[config.mk]
export PLATFORM = sky130hd
export DESIGN_NAME = thyr_leg_commutator
export DESIGN_NICKNAME = d
export VERILOG_FILES = /design/src/rtl/leg_pkg.sv /design/src/rtl/leg_tq_guard.sv /design/src/rtl/leg_comm_fsm.sv /design/src/rtl/thyr_leg_commutator.sv
export SDC_FILE = /design/constraint.sdc
export NUM_CORES = 1
export LEC_CHECK = 0
export BUFFER_PORTS_ARGS = -buffer_cell sky130_fd_sc_hd__buf_4
export CAP_MARGIN = 40
export CORE_UTILIZATION = 62
export CTS_CLUSTER_SIZE = 12
export DETAILED_ROUTE_END_ITERATION = 10
export PLACE_DENSITY = 0.95
export RECOVER_POWER = 25
export SLEW_MARGIN = 20
export SYNTH_ARGS = -nofsm -noshare
export SYNTH_HDL_FRONTEND = slang
export SYNTH_SLANG_ARGS = --single-unit
[constraint.sdc]
create_clock -name clk -period 7 [get_ports clk]
set_input_delay 1.4 -clock clk [delete_from_list [all_inputs] [get_ports clk]]
set_output_delay 1.4 -clock clk [all_outputs]
set_load 0.01 [all_outputs]
[src/rtl/leg_pkg.sv]
package leg_pkg;
    localparam int LEG_THY = 4;

    typedef logic [1:0] leg_code_t;

    typedef enum logic [1:0] {
        PH_IDLE  = 2'd0,
        PH_COMM  = 2'd1,
        PH_FAULT = 2'd2
    } leg_phase_e;

    typedef enum logic [1:0] {
        K_ACC = 2'd0,
        K_REV = 2'd1,
        K_RST = 2'd2
    } leg_kind_e;

    // positive-current side: terminal bit equals polarity bit (1P=00, 2N=11)
    function automatic logic side_is_pos(input leg_code_t c);
        return c[1] == c[0];
    endfunction

    function automatic logic [LEG_THY-1:0] code_onehot(input leg_code_t c);
        return LEG_THY'(1) << c;
    endfunction
endpackage

[src/rtl/leg_tq_guard.sv]
module leg_tq_guard
    import leg_pkg::*;
#(
    parameter int TQ_CYC = 8
) (
    input  logic               clk,
    input  logic               rst_n,
    input  logic               rel_vld,
    input  leg_code_t          rel_idx,
    output logic [LEG_THY-1:0] blocked
);
    localparam int TQW = $clog2(TQ_CYC + 1);

    for (genvar i = 0; i < LEG_THY; i++) begin : g_thy
        logic [TQW-1:0] cnt_d, cnt_q;

        always_comb begin
            cnt_d = cnt_q;
            if (rel_vld && rel_idx == leg_code_t'(i)) begin
                cnt_d = TQW'(TQ_CYC);
            end else if (cnt_q != '0) begin
                cnt_d = cnt_q - TQW'(1);
            end
        end

        always_ff @(posedge clk) begin
            if (!rst_n) cnt_q <= '0;
            else        cnt_q <= cnt_d;
        end

        assign blocked[i] = (cnt_q != '0);
    end
endmodule

[src/rtl/leg_comm_fsm.sv]
module leg_comm_fsm
    import leg_pkg::*;
#(
    parameter int CONF_TIMEOUT = 16
) (
    input  logic               clk,
    input  logic               rst_n,
    input  logic               cur_pos,
    input  logic               cur_zero,
    input  logic               acc_req,
    input  logic               cycle_strobe,
    input  logic               half_strobe,
    input  logic [LEG_THY-1:0] cond_fb,
    input  logic [LEG_THY-1:0] blocked,
    output logic [LEG_THY-1:0] gate_en,
    output leg_code_t          leg_state,
    output logic               commuting,
    output logic               fault,
    output logic               rel_vld,
    output leg_code_t          rel_idx
);
    localparam int WDW = (CONF_TIMEOUT > 1) ? $clog2(CONF_TIMEOUT) : 1;

    typedef struct packed {
        leg_phase_e     phase;
        leg_code_t      state;
        leg_code_t      tgt;
        leg_kind_e      kind;
        logic [WDW-1:0] wd;
        logic           acc_done;
        logic           acc_drop;
        logic           rev_used;
        logic           restore;
    } fsm_t;

    fsm_t r_d, r_q;
    logic sign_ok, sign_bad, gating;

    always_comb begin
        r_d      = r_q;
        rel_vld  = 1'b0;
        rel_idx  = r_q.state;
        sign_ok  = !cur_zero && (cur_pos == side_is_pos(r_q.state));
        sign_bad = !cur_zero && (cur_pos != side_is_pos(r_q.state));
        gating   = !blocked[r_q.tgt];

        if (cycle_strobe) begin
            r_d.acc_done = 1'b0;
            r_d.acc_drop = 1'b0;
        end
        if (half_strobe) begin
            r_d.rev_used = 1'b0;
        end

        case (r_q.phase)
            PH_IDLE: begin
                if (sign_bad && !r_q.rev_used) begin
                    r_d.phase    = PH_COMM;
                    r_d.tgt      = r_q.state ^ 2'b01;
                    r_d.kind     = K_REV;
                    r_d.wd       = '0;
                    r_d.rev_used = 1'b1;
                    if (r_q.acc_done) r_d.restore  = 1'b1;
                    else              r_d.acc_drop = 1'b1;
                end else if (acc_req && sign_ok && !r_q.acc_done && !r_q.acc_drop) begin
                    r_d.phase = PH_COMM;
                    r_d.tgt   = r_q.state ^ 2'b11;
                    r_d.kind  = K_ACC;
                    r_d.wd    = '0;
                end
            end
            PH_COMM: begin
                if (cond_fb[r_q.tgt]) begin
                    r_d.state = r_q.tgt;
                    rel_vld   = 1'b1;
                    if (r_q.kind == K_REV && r_q.restore) begin
                        r_d.tgt     = r_q.tgt ^ 2'b11;
                        r_d.kind    = K_RST;
                        r_d.wd      = '0;
                        r_d.restore = 1'b0;
                    end else begin
                        r_d.phase = PH_IDLE;
                        if (r_q.kind != K_REV) r_d.acc_done = 1'b1;
                    end
                end else if (gating) begin
                    if (r_q.wd == WDW'(CONF_TIMEOUT - 1)) r_d.phase = PH_FAULT;
                    else                                  r_d.wd    = r_q.wd + WDW'(1);
                end
            end
            default: r_d.phase = PH_FAULT;
        endcase
    end

    always_ff @(posedge clk) begin
        if (!rst_n) begin
            r_q <= '{phase: PH_IDLE, state: 2'b00, tgt: 2'b00, kind: K_ACC,
                     wd: '0, acc_done: 1'b0, acc_drop: 1'b0,
                     rev_used: 1'b0, restore: 1'b0};
        end else begin
            r_q <= r_d;
        end
    end

    always_comb begin
        case (r_q.phase)
            PH_IDLE: gate_en = code_onehot(r_q.state) & ~blocked;
            PH_COMM: gate_en = code_onehot(r_q.tgt) & ~blocked;
            default: gate_en = '0;
        endcase
    end

    assign leg_state = r_q.state;
    assign commuting = (r_q.phase == PH_COMM);
    assign fault     = (r_q.phase == PH_FAULT);

    AST_HOLD_UNCONFIRMED: assert property (@(posedge clk) disable iff (!rst_n)
        (r_q.phase == PH_COMM && !cond_fb[r_q.tgt]) |=> (r_q.state == $past(r_q.state)));
    AST_ZERO_NO_START: assert property (@(posedge clk) disable iff (!rst_n)
        (r_q.phase == PH_IDLE && cur_zero) |=> (r_q.phase == PH_IDLE));
    AST_ONE_REVERSAL: assert property (@(posedge clk) disable iff (!rst_n)
        (r_q.phase == PH_IDLE && r_q.rev_used && !half_strobe)
        |=> !(r_q.phase == PH_COMM && r_q.kind == K_REV));
    AST_FAULT_STICKY: assert property (@(posedge clk) disable iff (!rst_n)
        (r_q.phase == PH_FAULT) |=> (r_q.phase == PH_FAULT && r_q.state == $past(r_q.state)));
endmodule

[src/rtl/thyr_leg_commutator.sv]
module thyr_leg_commutator
    import leg_pkg::*;
#(
    parameter int TQ_CYC       = 8,
    parameter int CONF_TIMEOUT = 16
) (
    input  logic       clk,
    input  logic       rst_n,
    input  logic       cur_pos,
    input  logic       cur_zero,
    input  logic       acc_req,
    input  logic       cycle_strobe,
    input  logic       half_strobe,
    input  logic [3:0] cond_fb,
    output logic [3:0] gate_en,
    output logic [1:0] leg_state,
    output logic       commuting,
    output logic       fault
);
    logic [LEG_THY-1:0] blocked;
    logic               rel_vld;
    leg_code_t          rel_idx;

    leg_tq_guard #(.TQ_CYC(TQ_CYC)) u_tq (
        .clk     (clk),
        .rst_n   (rst_n),
        .rel_vld (rel_vld),
        .rel_idx (rel_idx),
        .blocked (blocked)
    );

    leg_comm_fsm #(.CONF_TIMEOUT(CONF_TIMEOUT)) u_fsm (
        .clk          (clk),
        .rst_n        (rst_n),
        .cur_pos      (cur_pos),
        .cur_zero     (cur_zero),
        .acc_req      (acc_req),
        .cycle_strobe (cycle_strobe),
        .half_strobe  (half_strobe),
        .cond_fb      (cond_fb),
        .blocked      (blocked),
        .gate_en      (gate_en),
        .leg_state    (leg_state),
        .commuting    (commuting),
        .fault        (fault),
        .rel_vld      (rel_vld),
        .rel_idx      (rel_idx)
    );

    AST_GATE_ONEHOT: assert property (@(posedge clk) disable iff (!rst_n)
        $onehot0(gate_en));
    AST_TQ_AFTER_RELEASE: assert property (@(posedge clk) disable iff (!rst_n)
        rel_vld |=> !gate_en[$past(rel_idx)]);
    AST_FAULT_DARK: assert property (@(posedge clk) disable iff (!rst_n)
        fault |-> (gate_en == 4'b0000 && !commuting));
endmodule

==> impl_table.tex, run 1 <==
\begin{tabular}{lr}
\hline
Metric & Value \\
\hline
\multicolumn{2}{l}{\textbf{Final layout}} \\
\quad Syn-to-layout area delta & 9.42\% \\
\quad Layout cell share with drive strength beyond 1 & 16.3\% \\
\quad Number of nets at the end of the flow & 240 \\
\quad Area used by sequential logic in the layout & 641 sq um \\
\quad Combined area of the multi-input logic cells & 0.00101 sq mm \\
\quad \# fillers & 231 \\
\quad Antenna cell count & 0 \\
\quad Final design instance area without fill & 0.00195 sq mm \\
\multicolumn{2}{l}{\textbf{Yosys}} \\
\quad Most numerous cell in the Yosys netlist & sky130\_fd\_sc\_hd\_\_dfxtp\_1 \\
\quad Most used flip-flop cell after synthesis & sky130\_fd\_sc\_hd\_\_dfxtp\_1 \\
\quad Count of different cell masters after synthesis & 48 \\
\quad Post-synth net total & 229 \\
\quad Sequential-to-total area share from yosys stat & 36.0\% \\
\quad Portion of synthesized cell area occupied by the leading cell type & 36.0\% \\
\quad Top area cells in the synthesized netlist & sky130\_fd\_sc\_hd\_\_dfxtp\_1 (36\%), sky130\_fd\_sc\_hd\_\_ha\_1 (6.3\%), sky130\_fd\_sc\_hd\_\_nor2\_1 (4.0\%) \\
\quad Number of storage elements in the synthesis netlist & 32 \\
\quad Number of cells produced by synthesis & 209 \\
\quad Mean instance size in the synthesized netlist & 8.51 sq um \\
\quad Count of flip-flops with a built-in enable after synthesis & 0 \\
\quad Count of synthesis-stage warnings from yosys & 0 \\
\quad List of most frequent post-synthesis cells & sky130\_fd\_sc\_hd\_\_dfxtp\_1 (32), sky130\_fd\_sc\_hd\_\_nor2\_1 (19), sky130\_fd\_sc\_hd\_\_nand2\_1 (17) \\
\quad Largest area contributor in the synthesized netlist & sky130\_fd\_sc\_hd\_\_dfxtp\_1 \\
\quad Total standard cell area after synthesis & 0.00178 sq mm \\
\quad Async set or reset register ratio after synthesis & 0\% \\
\multicolumn{2}{l}{\textbf{Routing}} \\
\quad Remaining number of nets flagged by the antenna check after routing & 0 \\
\quad Iteration-0 DRC Markers & 50 \\
\quad Remaining design rule violation count & 0 \\
\quad TritonRoute pass-1 iters & 4 \\
\quad Number of vias per cell after detailed routing & 5.73 \\
\quad Total wirelength of the detailed-routed design & 3270 microns \\
\quad Total number of vias & 1,443 \\
\quad WL per Instance & 13.0 microns \\
\multicolumn{2}{l}{\textbf{Global route}} \\
\quad Gr ovfl total & 0 \\
\quad First-pass GRT wire length & 5770 microns \\
\quad Number of global-route vias before repair & 1,354 \\
\quad Antenna violations before repair & 0 \\
\quad Pin count of the biggest net entering global routing & 29 \\
\quad Gr usage total & 23.8\% \\
\multicolumn{2}{l}{\textbf{Setup path}} \\
\quad Data required time at the worst endpoint & 5.60 ns \\
\quad Crit path launch type & register \\
\quad Type of the worst setup path & reg -> out \\
\quad R2R Setup Slk & 4.60 ns \\
\quad Worst flop-to-flop path endpoint & u\_fsm.r\_q[10] \\
\quad Worst R2R Start & u\_fsm.leg\_state[0] \\
\quad Worst reg-to-reg path cell count & 7 \\
\quad Worst Setup SP & u\_fsm.r\_q[15] \\
\quad Critical path capture point & gate\_en[1] \\
\quad Type of destination of the critical path & primary output \\
\quad Critical path data arrival time & 2.13 ns \\
\quad Largest fanout of any net on the critical path & 11 \\
\multicolumn{2}{l}{\textbf{Die}} \\
\quad Area of the placeable core & 0.00273 sq mm \\
\quad Count of standard-cell rows & 19 \\
\quad Die width & 55.6 microns \\
\quad Initial Util & 65.1\% \\
\quad Total die area & 0.00309 sq mm \\
\quad I/O pin total & 19 \\
\quad Die extent in y & 55.6 microns \\
\multicolumn{2}{l}{\textbf{Pwr}} \\
\quad Post-layout power & 800 uW \\
\quad IR Drop Worst-Case VDD & 0.310 mV \\
\quad Pwr Density & 411 mW/mm\^{}2 \\
\quad Leakage Power & 0.000811 uW \\
\multicolumn{2}{l}{\textbf{Place}} \\
\quad Gpl congestion & 0.882 \\
\quad Post-placement setup slack & 3.74 ns \\
\quad Area post-placement & 0.00188 sq mm \\
\quad Port buffer count & 18 \\
\quad HPWL after detailed placement & 2500 microns \\
\multicolumn{2}{l}{\textbf{Min path}} \\
\quad Worst hold stages & 2 \\
\quad Path type of the worst min-delay path & reg -> reg \\
\multicolumn{2}{l}{\textbf{STA}} \\
\quad Unrepaired setup endpoints after global routing & no \\
\quad Rel. slew slack & 56.4\% \\
\quad Hold Vio Cnt, Final & 0 \\
\quad Post-route minimum period & 3.53 ns \\
\quad Hold Slack & 0.497 ns \\
\quad Final worst setup slack & 3.47 ns \\
\quad Period utilisation layout & 50.4\% \\
\quad Number of failing setup endpoints in the final timing report & 0 \\
\quad Fin Setup TNS & 0 ns \\
\quad FMAX & 283 MHz \\
\quad Max-slew violation count & 0 \\
\quad Transition time of the tightest slew-check pin & 0.653 ns \\
\quad Max Clock Skew & 0.00731 ns \\
\multicolumn{2}{l}{\textbf{Job}} \\
\quad Maxcap violations & 0 \\
\multicolumn{2}{l}{\textbf{Clocking}} \\
\quad \# H-tree levels & 2 \\
\quad Count of hold-fix buffers inserted at cts & 0 \\
\quad Num CTS Buffers & 5 \\
\quad Clock slew at the register clock pins of the worst setup and hold paths & 0.10 ns \\
\quad Cell at the root of the clock tree & sky130\_fd\_sc\_hd\_\_clkbuf\_4 \\
\quad Number of gates resized after cts & 0 \\
\quad Number of sinks driven by the clock tree & 32 \\
\quad TritonCTS clock tree & done \\
\quad Insertion delay to the later sink of the worst-skew pair & 0.33 ns \\
\quad Clk buf depth & 2 \\
\quad Post-CTS repair timing setup buffer count & 0 \\
\multicolumn{2}{l}{\textbf{Status}} \\
\quad Run status & finished clean \\
\hline
\end{tabular}
worst min-delay path by stage:
stage | startpoint | to | slack [ns]
detailed placement | u_fsm.r_q[5] | u_fsm.r_q[5] | 0.48
finish | u_tq.g_thy[2].cnt_q[2] | u_tq.g_thy[2].cnt_q[2] | 0.50
global placement | u_fsm.r_q[5] | u_fsm.r_q[5] | 0.47
floorplan | u_fsm.r_q[5] | u_fsm.r_q[5] | 0.46
CTS | u_fsm.r_q[5] | u_fsm.r_q[5] | 0.50
global route | u_fsm.r_q[5] | u_fsm.r_q[5] | 0.52
cell families after synthesis:
family / Yosys count / synth area share [%]
simple gates: 90 / 28.1
compound gates: 37 / 14.5
flops: 32 / 36.0
buf+inv: 27 / 6.96
fa+ha+maj: 9 / 6.33
xor+xnor: 7 / 3.45
mux: 7 / 4.71
cells in the final DEF, fill, tap and decap left out, drive strengths merged, types with 3 or more instances in the layout:
cell    synthesis  routed
nor2           19      19
a21oi          13      13
nand2          17      17
or3             5       5
xnor2           6       6
inv            13      13
nand3           6       6
clkbuf          8      10
ha              9       9
nor3           11      11
nor2b           7       7
buf             6      14
nand2b          7       7
or3b            3       3
mux2i           5       5
dfxtp          32      32
a21boi          8       8
a211oi          3       3
nand3b          3       3
layout make-up:
class	instances	share of cell area, %
Tap cell	31	1.99
Clock buffer	6	2.12
Clock inverter	2	1.80
Sequential cell	32	32.9
Multi-Input combinational cell	150	52.1
Timing Repair Buffer	18	6.56
Inverter	13	2.51
worst max-delay path, stage by stage (launching register included):
cell and delay (ns):
sky130_fd_sc_hd__dfxtp_1 0.52, sky130_fd_sc_hd__nand2b_1 0.30, sky130_fd_sc_hd__inv_2 0.12, sky130_fd_sc_hd__a21oi_1 0.25
sky130_fd_sc_hd__inv_1 0.08, sky130_fd_sc_hd__nor4b_1 0.34, sky130_fd_sc_hd__buf_4 0.19
registers in the layout, indices dropped and copies added, names as in the netlist:
name	flops
u_fsm.leg_state	2
u_tq.g_thy.cnt_q	16
u_fsm.r_q	14
per-stage QoR:
stage	util, %	std cells
2_1_floorplan	-	209
3_3_place_gp	68.7	244
3_5_place_dp	68.7	244
4_1_cts	71.5	252
5_1_grt	71.2	252
6_report	71.2	252
routing by layer:
layer,share of wire (%),track usage [%]
met5,0,0
met4,1.9,10.0
met2,46,39.1
met3,4.9,8.14
met1,47,28.3
report_power, final:
| part | switching [uW] | leakage (uW) | internal, uW | total [uW] |
|---|---|---|---|---|
| logic | 199 | 0.000506 | 174 | 374 |
| registers | 51.7 | 0.000262 | 238 | 289 |
| clock network | 62.0 | 0.0000422 | 74.8 | 137 |
| total | 313 | 0.000811 | 487 | 800 |
Power figures use the tool's default switching activity.
==> run 2, diff against run 1 <==
- ABC_AREA: unset -> 1
- CORE_UTILIZATION: 62 -> 53
- PLACE_DENSITY: 0.95 -> 0.87
- clock period: 7 -> 2.85 ns (I/O delays scaled with it)
==> impl_table.tex, run 2 <==
\begin{tabular}{lr}
\hline
Metric & Value \\
\hline
\multicolumn{2}{l}{\textbf{Setup path}} \\
\quad Family with the most delay on the worst path & flip-flops \\
\quad Largest fanout of any net on the critical path & 6 \\
\quad Slowest cell on the critical path & sky130\_fd\_sc\_hd\_\_dfxtp\_1 \\
\quad Data required time at the worst endpoint & 2.28 ns \\
\quad Type of the worst setup path & reg -> out \\
\quad Cells along the critical path & nor2\_4, o21ai\_0, nand2\_1, nor3\_1, buf\_4 \\
\quad Delay contributed by the slowest stage of the critical path & 0.50 ns \\
\quad Crit path launch type & register \\
\quad Critical path data arrival time & 1.89 ns \\
\quad Count of buffer and inverter cells on the critical path & 1 \\
\quad Type of destination of the critical path & primary output \\
\multicolumn{2}{l}{\textbf{Place}} \\
\quad Area post-placement & 0.00209 sq mm \\
\quad Port buffer count & 18 \\
\quad HPWL after detailed placement & 2830 microns \\
\quad Gpl congestion & 0.871 \\
\multicolumn{2}{l}{\textbf{STA}} \\
\quad Unrepaired setup endpoints after global routing & no \\
\quad Hold Vio Cnt, Final & 0 \\
\quad FMAX & 407 MHz \\
\quad Fin Setup TNS & 0 ns \\
\quad Post-route minimum period & 2.46 ns \\
\quad Transition time of the tightest slew-check pin & 0.462 ns \\
\quad Rel. slew slack & 69.1\% \\
\quad Max Clock Skew & 0.0116 ns \\
\quad Max-slew violation count & 0 \\
\quad Number of failing setup endpoints in the final timing report & 0 \\
\quad Period utilisation layout & 86.1\% \\
\multicolumn{2}{l}{\textbf{Global route}} \\
\quad Antenna violations before repair & 0 \\
\quad Number of global-route vias before repair & 1,540 \\
\quad Gr usage total & 21.2\% \\
\quad Gr ovfl total & 0 \\
\quad Pin count of the biggest net entering global routing & 16 \\
\quad First-pass GRT wire length & 6440 microns \\
\multicolumn{2}{l}{\textbf{Final layout}} \\
\quad Final design instance area without fill & 0.00214 sq mm \\
\quad Top register by number of flip-flops & u\_tq.g\_thy.cnt\_q \\
\quad Antenna cell count & 0 \\
\quad Most common library cell in the layout ignoring fill and taps & sky130\_fd\_sc\_hd\_\_nand2\_1 \\
\quad Number of nets at the end of the flow & 315 \\
\quad Syn-to-layout area delta & 11.4\% \\
\quad \# fillers & 299 \\
\quad Layout cell share with drive strength beyond 1 & 16.6\% \\
\quad Number of flip-flops in the largest register & 16 \\
\quad Most frequent cells in the layout & sky130\_fd\_sc\_hd\_\_nand2\_1 (76), sky130\_fd\_sc\_hd\_\_inv\_1 (46), sky130\_fd\_sc\_hd\_\_dfxtp\_1 (32), sky130\_fd\_sc\_hd\_\_a21oi\_1 (20), sky130\_fd\_sc\_hd\_\_buf\_4 (17) \\
\multicolumn{2}{l}{\textbf{Die}} \\
\quad Count of standard-cell rows & 21 \\
\quad Die extent in y & 62.3 microns \\
\quad Die width & 62.3 microns \\
\quad Area of the placeable core & 0.00342 sq mm \\
\quad Total die area & 0.00388 sq mm \\
\quad Initial Util & 56.4\% \\
\quad I/O pin total & 19 \\
\multicolumn{2}{l}{\textbf{Clocking}} \\
\quad Num CTS Buffers & 5 \\
\quad \# H-tree levels & 2 \\
\quad Number of sinks driven by the clock tree & 32 \\
\quad Cell at the root of the clock tree & sky130\_fd\_sc\_hd\_\_clkbuf\_4 \\
\quad Number of gates resized after cts & 0 \\
\quad Post-CTS repair timing setup buffer count & 0 \\
\quad Clock slew at the register clock pins of the worst setup and hold paths & 0.11 ns \\
\quad Count of hold-fix buffers inserted at cts & 0 \\
\quad Clk buf depth & 2 \\
\quad Insertion delay to the later sink of the worst-skew pair & 0.35 ns \\
\quad TritonCTS clock tree & done \\
\multicolumn{2}{l}{\textbf{Pwr}} \\
\quad IR Drop Worst-Case VDD & 0.596 mV \\
\quad Leakage Power & 0.00103 uW \\
\quad Pwr Density & 1240 mW/mm\^{}2 \\
\multicolumn{2}{l}{\textbf{Yosys}} \\
\quad Count of synthesis-stage warnings from yosys & 0 \\
\quad Count of different cell masters after synthesis & 33 \\
\quad Sequential-to-total area share from yosys stat & 33.3\% \\
\quad Total standard cell area after synthesis & 0.00193 sq mm \\
\quad List of most frequent post-synthesis cells & sky130\_fd\_sc\_hd\_\_nand2\_1 (75), sky130\_fd\_sc\_hd\_\_inv\_1 (46), sky130\_fd\_sc\_hd\_\_dfxtp\_1 (32) \\
\quad Count of flip-flops with a built-in enable after synthesis & 0 \\
\quad Top area cells in the synthesized netlist & sky130\_fd\_sc\_hd\_\_dfxtp\_1 (33\%), sky130\_fd\_sc\_hd\_\_nand2\_1 (15\%), sky130\_fd\_sc\_hd\_\_inv\_1 (9.0\%) \\
\quad Most used flip-flop cell after synthesis & sky130\_fd\_sc\_hd\_\_dfxtp\_1 \\
\quad Mean instance size in the synthesized netlist & 7.03 sq um \\
\quad Most numerous cell in the Yosys netlist & sky130\_fd\_sc\_hd\_\_nand2\_1 \\
\quad Post-synth net total & 294 \\
\quad Async set or reset register ratio after synthesis & 0\% \\
\quad Largest area contributor in the synthesized netlist & sky130\_fd\_sc\_hd\_\_dfxtp\_1 \\
\quad Portion of synthesized cell area occupied by the leading cell type & 33.3\% \\
\quad Number of cells produced by synthesis & 274 \\
\quad Number of storage elements in the synthesis netlist & 32 \\
\multicolumn{2}{l}{\textbf{Routing}} \\
\quad Total wirelength of the detailed-routed design & 3670 microns \\
\quad TritonRoute pass-1 iters & 4 \\
\quad Number of vias per cell after detailed routing & 4.99 \\
\quad Remaining number of nets flagged by the antenna check after routing & 0 \\
\quad WL per Instance & 10.7 microns \\
\quad Remaining design rule violation count & 0 \\
\quad Total number of vias & 1,706 \\
\quad Iteration-0 DRC Markers & 69 \\
\multicolumn{2}{l}{\textbf{Status}} \\
\quad Run status & finished clean \\
\multicolumn{2}{l}{\textbf{Job}} \\
\quad Maxcap violations & 0 \\
\multicolumn{2}{l}{\textbf{Min path}} \\
\quad Path type of the worst min-delay path & reg -> reg \\
\hline
\end{tabular}
==> run 2: changes by cell type in the layout (fill, tap and decap cells not counted), moves of 5 or more <==
cell,before,now
sky130_fd_sc_hd__a21boi_0,8,0
sky130_fd_sc_hd__a21oi_1,13,20
sky130_fd_sc_hd__inv_1,12,46
sky130_fd_sc_hd__mux2i_1,5,0
sky130_fd_sc_hd__nand2_1,17,76
sky130_fd_sc_hd__nand2b_1,6,0
sky130_fd_sc_hd__nand3_1,5,16
sky130_fd_sc_hd__nor2_1,19,13
sky130_fd_sc_hd__nor2b_1,7,0
sky130_fd_sc_hd__nor3_1,11,6
==> run 2: logic make-up after synthesis <==
logic type / share of synthesized area (%)
flops: 33.3
compound gates: 9.16
simple gates: 37.0
xor+xnor: 2.73
fa+ha+maj: 5.85
buf+inv: 12.0
==> run 2: worst min-delay path: stages, from the launching register on <==
cell	delay, ns
sky130_fd_sc_hd__dfxtp_1	0.31
sky130_fd_sc_hd__inv_1	0.06
sky130_fd_sc_hd__a21oi_1	0.05
==> run 2: power by group <==
group	internal, uW	total [uW]	switching (uW)
combinational	588	1530	943
sequential	632	777	145
clock	184	349	165
==> run 2: per-layer routing <==
| layer | up-vias | global-route usage, % | part of all wire, % |
|---|---|---|---|
| met2 | 40 | 32.8 | 42 |
| li1 | 908 | - | - |
| met5 | - | 0 | 0 |
| met3 | 11 | 6.07 | 4.9 |
| met4 | 0 | 11.3 | 2.8 |
| met1 | 747 | 26.6 | 50 |
==> run 2: path summary, 6_finish.rpt <==
path                      start            to  slack (ns)  depth (start not counted)
max               u_fsm.r_q[15]    gate_en[1]        0.39                          5
min                u_fsm.r_q[9]  u_fsm.r_q[9]        0.46                          2
max reg2reg  u_fsm.leg_state[1]  u_fsm.r_q[9]        0.98                          8
min reg2reg        u_fsm.r_q[9]  u_fsm.r_q[9]        0.46                          2
==> run 2: stage by stage <==
stage	util (%)	instances	setup WS, ns	hold slack [ns]	total power [uW]
6_report	62.8	342	0.395	0.459	2660
3_5_place_dp	61.1	334	0.848	0.450	2340
5_1_grt	62.8	342	0.252	0.476	2940
2_1_floorplan	-	274	1.01	0.429	2030
4_1_cts	63.3	342	0.453	0.451	2690
3_3_place_gp	61.1	334	0.886	0.446	2290
==> run 2: cell type report <==
cell class	count	area [sq um]	share of cell area [%]
Tap cell	46	57.6	2.68
Sequential cell	32	641	29.9
Timing Repair Buffer	18	131	6.13
Multi-Input combinational cell	186	1040	48.4
Inverter	52	200	9.33
Clock buffer	6	41.3	1.93
Clock inverter	2	35.0	1.63
